$ cat config.mk
export PLATFORM = sky130hd
export DESIGN_NAME = cpu_bank_mapper
export DESIGN_NICKNAME = d
export VERILOG_FILES = /design/src/rtl/cbm_pkg.sv /design/src/rtl/cbm_map_regs.sv /design/src/rtl/cbm_translate.sv /design/src/rtl/cbm_io_port.sv /design/src/rtl/cpu_bank_mapper.sv
export SDC_FILE = /design/constraint.sdc
export NUM_CORES = 1
export LEC_CHECK = 0
export CORE_MARGIN = 5
export CORE_UTILIZATION = 36
export DETAILED_ROUTE_END_ITERATION = 8
export GPL_TIMING_DRIVEN = 0
export PLACE_DENSITY = 0.71
export SLEW_MARGIN = 20
export SYNTH_ARGS = -nofsm -noshare
export SYNTH_HDL_FRONTEND = slang
export SYNTH_SLANG_ARGS = --single-unit
$ cat constraint.sdc
create_clock -name clk -period 11.06 [get_ports clk]
set_clock_uncertainty 0.1 [all_clocks]
set_input_delay 2.765 -clock clk [delete_from_list [all_inputs] [get_ports clk]]
set_output_delay 2.765 -clock clk [all_outputs]
set_load 0.01 [all_outputs]
$ cat src/rtl/cbm_pkg.sv
package cbm_pkg;
    localparam int unsigned CPU_AW     = 16;
    localparam int unsigned LIN_AW     = 20;
    localparam int unsigned REG_W      = 8;
    localparam int unsigned NUM_BANKS  = 8;
    localparam int unsigned BANK_BITS  = $clog2(NUM_BANKS);
    localparam int unsigned PAGE_SHIFT = 8;
    localparam int unsigned OFS_W      = LIN_AW - PAGE_SHIFT;
    localparam int unsigned HALF       = NUM_BANKS / 2;

    typedef struct packed {
        logic [NUM_BANKS-1:0] en;
        logic [OFS_W-1:0]     ofs_lo;
        logic [OFS_W-1:0]     ofs_hi;
        logic                 irq_hold;
    } map_state_t;

    typedef struct packed {
        logic [REG_W-1:0] dir;
        logic [REG_W-1:0] dat;
    } port_state_t;
endpackage

$ cat src/rtl/cbm_map_regs.sv
module cbm_map_regs
    import cbm_pkg::*;
(
    input  logic             clk,
    input  logic             rst_n,
    input  logic             map_stb,
    input  logic             eom_stb,
    input  logic [REG_W-1:0] reg_a,
    input  logic [REG_W-1:0] reg_x,
    input  logic [REG_W-1:0] reg_y,
    input  logic [REG_W-1:0] reg_z,
    output map_state_t       st_o
);
    localparam int unsigned NIB = REG_W / 2;

    map_state_t st_d, st_q;

    always_comb begin
        st_d = st_q;
        if (map_stb) begin
            st_d.en       = {reg_z[REG_W-1:NIB], reg_x[REG_W-1:NIB]};
            st_d.ofs_lo   = {reg_x[NIB-1:0], reg_a};
            st_d.ofs_hi   = {reg_z[NIB-1:0], reg_y};
            st_d.irq_hold = 1'b1;
        end else if (eom_stb) begin
            st_d.irq_hold = 1'b0;
        end
    end

    always_ff @(posedge clk) begin
        if (!rst_n) st_q <= '0;
        else        st_q <= st_d;
    end

    assign st_o = st_q;
endmodule

$ cat src/rtl/cbm_translate.sv
module cbm_translate
    import cbm_pkg::*;
(
    input  logic [CPU_AW-1:0]    cpu_addr,
    input  logic [NUM_BANKS-1:0] en,
    input  logic [OFS_W-1:0]     ofs_lo,
    input  logic [OFS_W-1:0]     ofs_hi,
    output logic [LIN_AW-1:0]    lin_addr,
    output logic                 mapped
);
    logic [OFS_W-1:0]     bank_ofs [NUM_BANKS];
    logic [BANK_BITS-1:0] bank_idx;
    logic [LIN_AW-1:0]    ofs_sh;

    for (genvar b = 0; b < NUM_BANKS; b++) begin : g_bank
        if (b < HALF) begin : g_lo
            assign bank_ofs[b] = ofs_lo;
        end else begin : g_hi
            assign bank_ofs[b] = ofs_hi;
        end
    end

    assign bank_idx = cpu_addr[CPU_AW-1 -: BANK_BITS];
    assign mapped   = en[bank_idx];
    assign ofs_sh   = {bank_ofs[bank_idx], {PAGE_SHIFT{1'b0}}};

    always_comb begin
        if (mapped) lin_addr = LIN_AW'(cpu_addr) + ofs_sh;
        else        lin_addr = LIN_AW'(cpu_addr);
    end
endmodule

$ cat src/rtl/cbm_io_port.sv
module cbm_io_port
    import cbm_pkg::*;
(
    input  logic             clk,
    input  logic             rst_n,
    input  logic             sel,
    input  logic             reg_sel,
    input  logic             wr,
    input  logic [REG_W-1:0] wdata,
    input  logic [REG_W-1:0] pins_in,
    output logic [REG_W-1:0] rdata,
    output logic [REG_W-1:0] pins_out,
    output logic [REG_W-1:0] pins_oe
);
    port_state_t st_d, st_q;

    always_comb begin
        st_d = st_q;
        if (sel && wr) begin
            if (reg_sel) st_d.dat = wdata;
            else         st_d.dir = wdata;
        end
    end

    always_ff @(posedge clk) begin
        if (!rst_n) st_q <= '0;
        else        st_q <= st_d;
    end

    always_comb begin
        if (!sel)        rdata = '0;
        else if (reg_sel) rdata = (st_q.dat & st_q.dir) | (pins_in & ~st_q.dir);
        else              rdata = st_q.dir;
    end

    assign pins_out = st_q.dat;
    assign pins_oe  = st_q.dir;
endmodule

$ cat src/rtl/cpu_bank_mapper.sv
module cpu_bank_mapper
    import cbm_pkg::*;
(
    input  logic              clk,
    input  logic              rst_n,
    input  logic              map_stb,
    input  logic              eom_stb,
    input  logic [REG_W-1:0]  reg_a,
    input  logic [REG_W-1:0]  reg_x,
    input  logic [REG_W-1:0]  reg_y,
    input  logic [REG_W-1:0]  reg_z,
    input  logic              cpu_en,
    input  logic              cpu_we,
    input  logic [CPU_AW-1:0] cpu_addr,
    input  logic [REG_W-1:0]  cpu_wdata,
    input  logic              irq_in,
    output logic [LIN_AW-1:0] lin_addr,
    output logic              lin_mapped,
    output logic              mem_en,
    output logic [REG_W-1:0]  port_rdata,
    input  logic [REG_W-1:0]  port_pins_in,
    output logic [REG_W-1:0]  port_pins_out,
    output logic [REG_W-1:0]  port_pins_oe,
    output logic              irq_out
);
    map_state_t cfg;
    logic       port_hit;

    cbm_map_regs u_regs (
        .clk(clk), .rst_n(rst_n), .map_stb(map_stb), .eom_stb(eom_stb),
        .reg_a(reg_a), .reg_x(reg_x), .reg_y(reg_y), .reg_z(reg_z),
        .st_o(cfg)
    );

    cbm_translate u_xlat (
        .cpu_addr(cpu_addr), .en(cfg.en), .ofs_lo(cfg.ofs_lo),
        .ofs_hi(cfg.ofs_hi), .lin_addr(lin_addr), .mapped(lin_mapped)
    );

    // Port decode uses the raw CPU address, never the translated one.
    assign port_hit = (cpu_addr[CPU_AW-1:1] == '0);

    cbm_io_port u_port (
        .clk(clk), .rst_n(rst_n), .sel(port_hit), .reg_sel(cpu_addr[0]),
        .wr(cpu_en && cpu_we), .wdata(cpu_wdata), .pins_in(port_pins_in),
        .rdata(port_rdata), .pins_out(port_pins_out), .pins_oe(port_pins_oe)
    );

    assign mem_en  = cpu_en && !port_hit;
    assign irq_out = irq_in && !cfg.irq_hold;
endmodule

# ---- Word-level counts from Yosys, hierarchy flattened
# Index checks and enable logic that the tools add are counted.
dict set report word_totals {
  reg_bits 49
  latchBits 0
  mem_bits_rw 0
  mem_bits_ro 0
  out_inout_bits 47
  word_cells 35
  memories 0
}
dict set report op_classes {
  n_addsub 1
  n_mul 0
  div 0
  magnitude_cmp 2
  n_eq_ne 0
  n_shift 0
  n_mux 10
  n_bitwise 6
  n_reduce_logical 10
}
# cell n
set ops {}
lappend ops {{binary-select mux 12 bit (select 3 bit)} 1}
lappend ops {{2-to-1 mux 12 bit} 2}
lappend ops {{adder 16 x 20 -> 20 bit} 1}
lappend ops {{2-to-1 mux 20 bit} 1}
lappend ops {{AND 8 bit} 2}
lappend ops {{2-to-1 mux 8 bit} 2}
lappend ops {{logical NOT 15 bit} 1}
lappend ops {{NOT 8 bit} 1}
lappend ops {{bitwise OR 8 bit} 1}
lappend ops {{>= comparator 4 bit, second input constant} 1}
lappend ops {{logical AND 1 bit} 4}
lappend ops {{less-than comparator 3 x 4 -> 1 bit, second input constant} 1}
lappend ops {{NOT 3 -> 4 bit} 1}
lappend ops {{AND reduction 2 bit} 2}
lappend ops {{binary-select mux 1 bit (select 3 bit)} 1}
lappend ops {{2-to-1 mux 1 bit} 3}
lappend ops {{logical NOT 1 bit} 2}
lappend ops {{nonzero test 2 bit} 1}
lappend ops {{NOT 1 bit} 1}

# ---- Depth between registers and ports, before layout
# Gate-level depths: netlist of run 1.
dict set report logic_depth {
  depth_word 6
  mapped_depth 11
  ltp_nobuf 9
}

# ---- Hierarchy
# Synthesis of run 1 repeated with hierarchy kept, for this count alone.
dict set report hier_totals {
  hier_cells 311
  area_unflattened_um2 2977.9
}
# mod n_inst cells_each area_per_inst_um2
set by_module_without_submodules {}
lappend by_module_without_submodules {cbm_map_regs 1 106 1277.5}
lappend by_module_without_submodules {cbm_translate 1 108 835.8}
lappend by_module_without_submodules {cbm_io_port 1 88 788.3}
lappend by_module_without_submodules {cpu_bank_mapper 1 9 76.3}

# ---- Worst setup path before layout of run 1
# No wires, ideal clock.
dict set report synth_timing {
  kind {in2out}
  start {in cpu_addr[15]}
  end {out lin_addr[15]}
  arrival_ns 5.007
  required_time_ns 8.195
  setup_slack_ns 3.188
  stages 10
  cell_sequence {buf_2 -> buf_1 -> mux2i_1 -> inv_1 -> ha_1 -> a211o_1 -> a211oi_1 -> nor2_1 -> mux2i_1 -> o2bb2ai_1}
}
dict set report synth_via {
  elab_chain_cells 6
  elab_cells_between_ends 8
  classes_between {add/sub: 1; mux: 6; bitwise: 1}
}
# item line
set synth_lines {}
lappend synth_lines {{start: declaration} cpu_bank_mapper.sv:14} ;# input logic [CPU_AW-1:0] cpu_addr,
lappend synth_lines {{NOT 3 -> 4 bit (not written as such)} cbm_translate.sv:25} ;# assign ofs_sh = {bank_ofs[bank_idx], {PAGE_SHIFT{1'b0}}};
lappend synth_lines {{binary-select mux 12 bit (select 3 bit)} cbm_translate.sv:25}
lappend synth_lines {{2-to-1 mux 12 bit (not written as such) (2 in series)} cbm_translate.sv:25}
lappend synth_lines {{adder 16 x 20 -> 20 bit} cbm_translate.sv:28} ;# if (mapped) lin_addr = LIN_AW'(cpu_addr) + ofs_sh;
lappend synth_lines {{2-to-1 mux 20 bit (*)} cbm_translate.sv:28}
lappend synth_lines {{end: declaration} cpu_bank_mapper.sv:17} ;# output logic [LIN_AW-1:0] lin_addr,
# Every way passes the cells marked *; elsewhere a longest branch is shown, timed or not. The select of a mux whose other input is x is not followed.

# ---- Worst setup path in the final report of run 1
# Same ends and word-level chain as after synthesis.

==> out/metrics.sh, run 1 <==
OUTCOME='finished clean'
DR.PASS1.ITERS=4
TIMING.CRITICAL_PATH.ARRIVAL_NS=6.49
REMAINING_DRC_ERRORS=0
FIN_UTIL_PCT=54.7
ROUTED-VIA-COUNT=2544
SETUP_TOTAL_NEGATIVE_SLACK_NS=0
GRT_START_MAX_NET_PINS=16
SYNTH_COMMON_CELLS='mux2i_1, nor2b_1, dfxtp_1'
RSZ0062_AT_GRT='no'
NNETSFINAL=503
CTS_RESIZED=0
INITIAL_ANTENNA_VIOLATION_COUNT=0
AREA_GROWTH_SYN_TO_LAYOUT_PCT=46.9
DIE-WIDTH_UM=99.9
DETAILED_PLACE_HPWL_UM=6600
SYNTH_LARGEST_AREA_CELL='dfxtp_1'
FINALSETUPVIOLATIONS=0
POSTROUTEANTENNANETS=0
GLOBAL_ROUTE.OVERFLOW_TOTAL=0
CRIT_TYPE='in -> out'
FINAL_HOLD_VIOL_COUNT=0
FINAL_MAX_SLEW_VIOL_COUNT=0
SYNTHFLOPTYPE='dfxtp_1'
FINAL-SEQ-AREA_SQ_UM=981
WORST_SETUP_HOLD_PATH_CLK_SLEW_NS=0.08
WL_PER_CELL_UM=15.2
POST_SYNTH_INSTANCE_AREA_SQ_UM=2910
TRACK_USAGE_PCT=16.2
SLEW_HEADROOM_PCT=58.1
PLACED_CELL_AREA_SQ_UM=4180
TIMING.FINAL.CRIT_SHARE_PCT=84.6
SYNTH-SEQ-CELLS=49
POWER.COMBINATIONAL.FRACTION_PCT=25.9
INTERNAL_POWER_uW=295
YS_WARN_COUNT=0
FLOORPLAN.IO_PINS=118
END_KIND='primary output'
GRT_PASS1_WL_UM=13200
GP_CONGESTION=0.813
FMAX_GHz=0.107
HOLDCRITPATHCLASS='reg -> reg'
NETLIST_TOP_CELLS_AREA='dfxtp_1, mux2i_1, nor2b_1, mux2_2, ha_1'
PORT_BUFFERS=114
CORE.ROWCOUNT=32
CLOCK_POWER_SHARE_PCT=27.7
SYNTH_FP_NETS=382
FP.DIEAREA_SQ_UM=9980
FILLERINSTANCES=721
SYNTH-EDFF-COUNT=0
P_SW_uW=110
SYNTH.TOP_CELL.AREA_SHARE_PCT=33.7
CLOCKBUFFERDEPTH=2
MULTI_INPUT_COMBINATIONAL_CELL_AREA_SQ_UM=1780
POWER.LEAKAGE_uW=0.00173
CLOCK_TREE_FROM_TRITONCTS='built'
SYN_AVG_CELL_AREA_SQ_UM=9.63
NUMBER_OF_GLOBAL_ROUTE_VIAS_BEFORE_REPAIR=2701
ASR_FLOP_RATIO_SYNTH_PCT=0
FLOORPLAN.CORE_AREA_SQ_UM=7810
SYNTH.MOST_COMMON_CELL='mux2i_1'
AVGVIACOUNTPERCELL=4.84
MAX-VDD-IR-DROP_uV=52.7
POST_CTS_HOLD_BUFFER_COUNT=0
TIGHTESTPINTRANSITION_NS=0.629
SHARE_SEQ_OF_TOTAL_POWER_PCT=46.3
CLK_LATENCY_NS=0.29
ANTENNA-DIODE-COUNT=0
FINAL_AREA_SQ_UM=4270
NUMCTSBUFFERS=5
CP.REQUIRED_NS=8.20
POSTCTSSETUPBUFFERS=0
INITIAL_STANDARD_CELL_UTILIZATION_OF_THE_CORE_PCT=37.2
SYNTH_SEQUENTIAL_AREA_RATIO_PCT=33.7
CTS_MAX_LEVEL=2
DIE_HEIGHT_UM=99.9
POST_ROUTE_MINIMUM_PERIOD_NS=9.35
DRV.MAX_CAP_VIOLATION_COUNT=0
YOSYSUNIQUECELLTYPES=45
SWITCHING_SHARE_PCT=27.1
CRIT_PATH_LAUNCH_TYPE='primary input'
DRT_FIRST_ITER_VIOLATIONS=73
POWER.DENSITY_CELL_AREA_nW_PER_UM2=94.7
POSTROUTEWIRELENGTH_UM=8010
SYNTH_CELLS=302
FRACTION_OF_FINAL_LAYOUT_CELLS_SIZED_BEYOND_DRIVE_STRENGTH_1_PCT=9.43
CLOCK-SINKS=49
CTS.ROOT.BUFFER_CELL='clkbuf_8'
CP_MAX_FO=10
final cells by class:
class	count	share of cell area, %
inverters	6	0.527
flip-flops and latches	49	23.0
clock buffers	6	1.93
clock inverters	2	0.322
well taps	102	2.99
multi-input cells	224	41.6
repair buffers	114	26.7
plain buffers	23	2.96
power groups by stage:
stage	clock network, uW	registers (uW)	logic (uW)
after floorplan	0	190	55.0
after global placement	0	191	104
after detailed placement	0	192	105
after CTS	114	188	106
after global routing	121	189	115
final	112	188	105
critical path: stages:
cell and delay [ns]:
clkdlybuf4s50_1 0.52, buf_2 0.24, buf_1 0.52, mux2i_1 0.37
inv_1 0.08, ha_1 0.29, a211o_1 0.32, a211oi_1 0.33
nor2_1 0.14, mux2i_1 0.14, o2bb2ai_1 0.20, clkdlybuf4s50_1 0.58
final timing paths:
kind                  startpoint              to  slack (ns)  cells after the start
setup reg to reg  u_regs.st_o[0]  u_regs.st_o[0]       10.26                      2
setup / recovery    cpu_addr[15]    lin_addr[15]        1.71                     12
hold reg to reg   u_regs.st_o[8]  u_regs.st_o[8]        0.42                      2
hold / removal    u_regs.st_o[8]  u_regs.st_o[8]        0.42                      2
kinds of logic (layout without fill, tap and decap cells):
kind of cell,Yosys count,count (layout),share of synthesized area [%]
and+or+nand+nor,94,94,20.4
muxes,67,67,24.8
DFF,49,49,33.7
AOI/OAI and AO/OA,46,46,9.47
buffers and inverters,29,151,5.12
adders and majority gates,9,9,4.13
xor gates and xnor gates,8,8,2.41
layout by cell type (no fill, tap or decap), types with 2 or more instances in the layout:
| cell | synthesis | final |
|---|---|---|
| clkbuf_8 | 0 | 6 |
| xnor2_1 | 2 | 2 |
| o21ai_1 | 2 | 2 |
| buf_2 | 5 | 5 |
| inv_1 | 6 | 6 |
| nor2_1 | 6 | 6 |
| nand2_1 | 13 | 13 |
| nor2b_1 | 51 | 51 |
| and3_1 | 2 | 2 |
| a211oi_1 | 2 | 2 |
| xor2_1 | 6 | 6 |
| mux2i_1 | 54 | 54 |
| clkbuf_1 | 8 | 8 |
| nand4_1 | 2 | 2 |
| mux4_2 | 2 | 2 |
| nand3b_1 | 8 | 8 |
| buf_4 | 9 | 9 |
| ha_1 | 8 | 8 |
| a21o_1 | 4 | 4 |
| nand2b_1 | 2 | 2 |
| clkdlybuf4s50_1 | 0 | 114 |
| dfxtp_1 | 49 | 49 |
| mux2_2 | 10 | 10 |
| o21ai_0 | 13 | 13 |
| nor4_2 | 2 | 2 |
| a21oi_1 | 15 | 15 |
metrics by stage:
stage	power (uW)	worst slack [ns]	instances	hold WS, ns
6_report	405	1.71	526	0.425
5_1_grt	425	1.47	526	0.451
4_1_cts	407	1.69	526	0.426
3_5_place_dp	297	1.70	518	0.402
3_3_place_gp	295	1.72	518	0.391
2_1_floorplan	245	3.19	302	0.377
flip-flops by register name (all words and copies together), names as in the netlist:
name	count
u_port.pins_out	8
u_port.pins_oe	8
u_regs.st_o	33
metal layers:
layer | routed length, um | part of all wire [%] | global-route usage [%] | vias up
met5 | 0 | 0 | 0 | -
met4 | 122 | 1.5 | 4.20 | 0
met3 | 441 | 5.5 | 3.75 | 8
met2 | 3990 | 50 | 28.0 | 66
met1 | 3460 | 43 | 20.1 | 1176
li1 | - | - | - | 1294
No activity file was read; power rests on OpenSTA's default activity.
==> inputs of run 2 (changes only) <==
- PLACE_DENSITY: 0.71 -> 0.73
- clock period: 11.06 -> 8 ns (I/O delays scaled with it)
==> run 2 against run 1 <==
Against the previous run:
- design area rose by 0.29%
- wire length up 2.3%
- final cell count down 0.19%
- critical path depth unchanged
- clock-buffer cell count fell by 1
- via count shrank 0.12%
- die area stayed put
- sequential share of layout area down 0.067 points
- clock power rose by 62%
==> out/metrics.sh, run 2 (synthesis results as in run 1) <==
FIN_UTIL_PCT=54.9  # was 54.7%
FINALSETUPVIOLATIONS=0  # unchanged
ANTENNA-DIODE-COUNT=0  # unchanged
POSTCTSSETUPBUFFERS=0  # unchanged
POST_CTS_HOLD_BUFFER_COUNT=0  # unchanged
CTS_RESIZED=0  # unchanged
OUTCOME='finished clean'  # unchanged
CRITICAL_PATH_CELL_COUNT=12  # unchanged
WORST-R2R-SETUP-SLACK_NS=7.20  # was 10.26 ns
INITIAL_ANTENNA_VIOLATION_COUNT=0  # unchanged
CRIT_TYPE='in -> out'  # unchanged
TOP_USAGE_LAYER='met2'  # unchanged
TIGHTESTPINTRANSITION_NS=0.572  # was 0.629 ns
RSZ0062_AT_GRT='no'  # unchanged
NNETSFINAL=502  # was 503
FLOORPLAN.IO_PINS=118  # unchanged
CLOCKBUFFERDEPTH=2  # unchanged
PORT_BUFFERS=114  # unchanged
NUMBER_OF_GLOBAL_ROUTE_VIAS_BEFORE_REPAIR=2716  # was 2701
CTS.ROOT.BUFFER_CELL='clkbuf_8'  # unchanged
REMAINING_DRC_ERRORS=0  # unchanged
POWER.DENSITY_CELL_AREA_nW_PER_UM2=137  # was 94.7 nW/um^2
WHS_NS=0.422  # was 0.425 ns
CLOCK_TREE_FROM_TRITONCTS='built'  # unchanged
POSTROUTEWIRELENGTH_UM=8200  # was 8010 um
PATH_COMMON_CELL='clkdlybuf4s50_1'
END_KIND='primary output'  # unchanged
MAX-VDD-IR-DROP_uV=115  # was 52.7 uV
DIE_HEIGHT_UM=99.9  # unchanged
CP.REQUIRED_NS=5.90  # was 8.20 ns
POSTROUTEANTENNANETS=0  # unchanged
CAPTURING_INSTANCE_OR_PORT_OF_THE_CRITICAL_PATH='lin_addr[18]'  # was lin_addr[15]
HOLDCRITPATHCLASS='reg -> reg'  # unchanged
WORST_SETUP_HOLD_PATH_CLK_SLEW_NS=0.09  # was 0.08 ns
POST_ROUTE_MINIMUM_PERIOD_NS=7.50
TRACK_USAGE_PCT=16.2  # about the same
DETAILED_PLACE_HPWL_UM=6720  # was 6600 um
DRT_FIRST_ITER_VIOLATIONS=71  # was 73
LEADING_CELL_TYPE_IN_THE_LAYOUT_FILL_AND_TAPS_EXCLUDED='clkdlybuf4s50_1'  # unchanged
DRV.MAX_CAP_VIOLATION_COUNT=0  # unchanged
CTS_MAX_LEVEL=2  # unchanged
FRACTION_OF_FINAL_LAYOUT_CELLS_SIZED_BEYOND_DRIVE_STRENGTH_1_PCT=9.46  # was 9.43%
ROUTED-VIA-COUNT=2541  # was 2544
SETUP_TOTAL_NEGATIVE_SLACK_NS=0  # unchanged
FP.DIEAREA_SQ_UM=9980  # unchanged
NUMCTSBUFFERS=5  # unchanged
CP_NUM_BUF_INV=4  # was 5
CP_CELL_SEQUENCE='clkdlybuf4s50_1, buf_2, mux2_2, ha_1, inv_1, fa_1, nor2b_1, o2111ai_1, a211oi_1, o21ai_0, o31ai_1, clkdlybuf4s50_1'  # was clkdlybuf4s50_1, buf_2, buf_1, mux2i_1, inv_1, ha_1, a211o_1, a211oi_1, nor2_1, mux2i_1, o2bb2ai_1, clkdlybuf4s50_1
GRT_PASS1_WL_UM=13000  # was 13200 um
GLOBAL_ROUTE.OVERFLOW_TOTAL=0  # unchanged
FMAX_GHz=0.133
REGTOREGENDPOINT='u_regs.st_o[0]'  # unchanged
WL_PER_CELL_UM=15.6  # was 15.2 um
TIMING.CRITICAL_PATH.ARRIVAL_NS=5.40  # was 6.49 ns
GRT_UTIL_MET1_PCT=19.3  # was 20.1%
SLOWEST_STAGE='clkdlybuf4s50_1'  # unchanged
CORE.ROWCOUNT=32  # unchanged
TIMING.FINAL.CRIT_SHARE_PCT=93.7
LARGEST_REGISTER_FFS=33  # unchanged
CLOCK-SINKS=49  # unchanged
CLK_LATENCY_NS=0.30  # was 0.29 ns
FLOORPLAN.CORE_AREA_SQ_UM=7810  # unchanged
CRIT_PATH_START='cpu_addr[15]'  # unchanged
AREA_GROWTH_SYN_TO_LAYOUT_PCT=47.4  # was 46.9%
FINAL_MAX_SLEW_VIOL_COUNT=0  # unchanged
POWER.LEAKAGE_uW=0.00174  # was 0.00173 uW
CP_TOP_FAMILY='buffers and inverters'  # unchanged
INITIAL_STANDARD_CELL_UTILIZATION_OF_THE_CORE_PCT=37.2  # unchanged
CRITPATHMAXSTAGEDELAY_NS=0.62  # was 0.58 ns
DR.PASS1.ITERS=4  # unchanged
MOST_USED_CELLS_IN_THE_LAYOUT_EXCLUDING_FILL_AND_TAP_CELLS='clkdlybuf4s50_1, mux2i_1, nor2b_1, dfxtp_1, a21oi_1'  # unchanged
R2R.WORST_PATH.CELLS=2  # unchanged
CP_MAX_FO=18  # was 10
GP_CONGESTION=0.796  # was 0.813
SLEW_HEADROOM_PCT=61.7  # was 58.1%
GRT_START_MAX_NET_PINS=17  # was 16
CRIT_PATH_LAUNCH_TYPE='primary input'  # unchanged
AVGVIACOUNTPERCELL=4.84  # about the same
MET3_USAGE_PCT=3.54  # was 3.75%
FINAL_HOLD_VIOL_COUNT=0  # unchanged
GRTUSAGEMET2_PCT=28.7  # was 28.0%
REG_TO_REG_START='u_regs.st_o[0]'  # unchanged
DIE-WIDTH_UM=99.9  # unchanged
==> run 2: changes by cell type in the layout (fill, tap and decap cells not counted), sizes merged <==
cell	change
buf	-1
bufinv	+1
clkbuf	-1
clkinv	-1
inv	+1
==> run 2: per-stage QoR <==
step           worst slack (ns)  instances  total power [uW]  cell area (sq um)
2_1_floorplan              1.66        302               339               2910
3_3_place_gp              0.218        518               408               4180
3_5_place_dp              0.182        518               411               4180
4_1_cts                   0.158        526               590               4290
5_1_grt                   0.270        525               615               4290
6_report                  0.505        525               586               4290
==> run 2: layout make-up <==
| class | instances | area, sq um |
|---|---|---|
| buffer | 22 | 123 |
| clock inverter | 3 | 43.8 |
| timing repair buffer | 114 | 1140 |
| fill | 720 | 3520 |
| sequential | 49 | 981 |
| inverter | 6 | 22.5 |
| tap | 102 | 128 |
| multi-input combinational | 224 | 1780 |
| clock buffer | 5 | 68.8 |
==> run 2: where the power goes <==
group          internal (uW)  switching [uW]
logic                   83.8            61.6
clock network           93.8            87.2
registers                254            5.64
==> run 2: per-layer routing <==
metal / share of wire [%] / vias up
met1: 43 / 1167
met5: 0 / -
li1: - / 1295
met3: 5.5 / 12
met2: 50 / 67
met4: 1.9 / 0
==> run 2: worst min-delay path by stage <==
stage                          startpoint         endpoint  slack [ns]  depth (start not counted)
after floorplan            u_regs.st_o[1]   u_regs.st_o[1]        0.38                          2
after global placement     u_regs.st_o[4]   u_regs.st_o[4]        0.39                          2
after detailed placement   u_regs.st_o[5]   u_regs.st_o[5]        0.40                          2
after CTS                  u_regs.st_o[5]   u_regs.st_o[5]        0.43                          2
after global routing      u_regs.st_o[31]  u_regs.st_o[31]        0.46                          2
final                     u_regs.st_o[26]  u_regs.st_o[26]        0.42                          2
==> run 2: worst register-to-register path, cell delays in order (launching register included) <==
cell     delay (ns)
dfxtp_1        0.32
nor2b_1        0.12
o21a_1         0.16
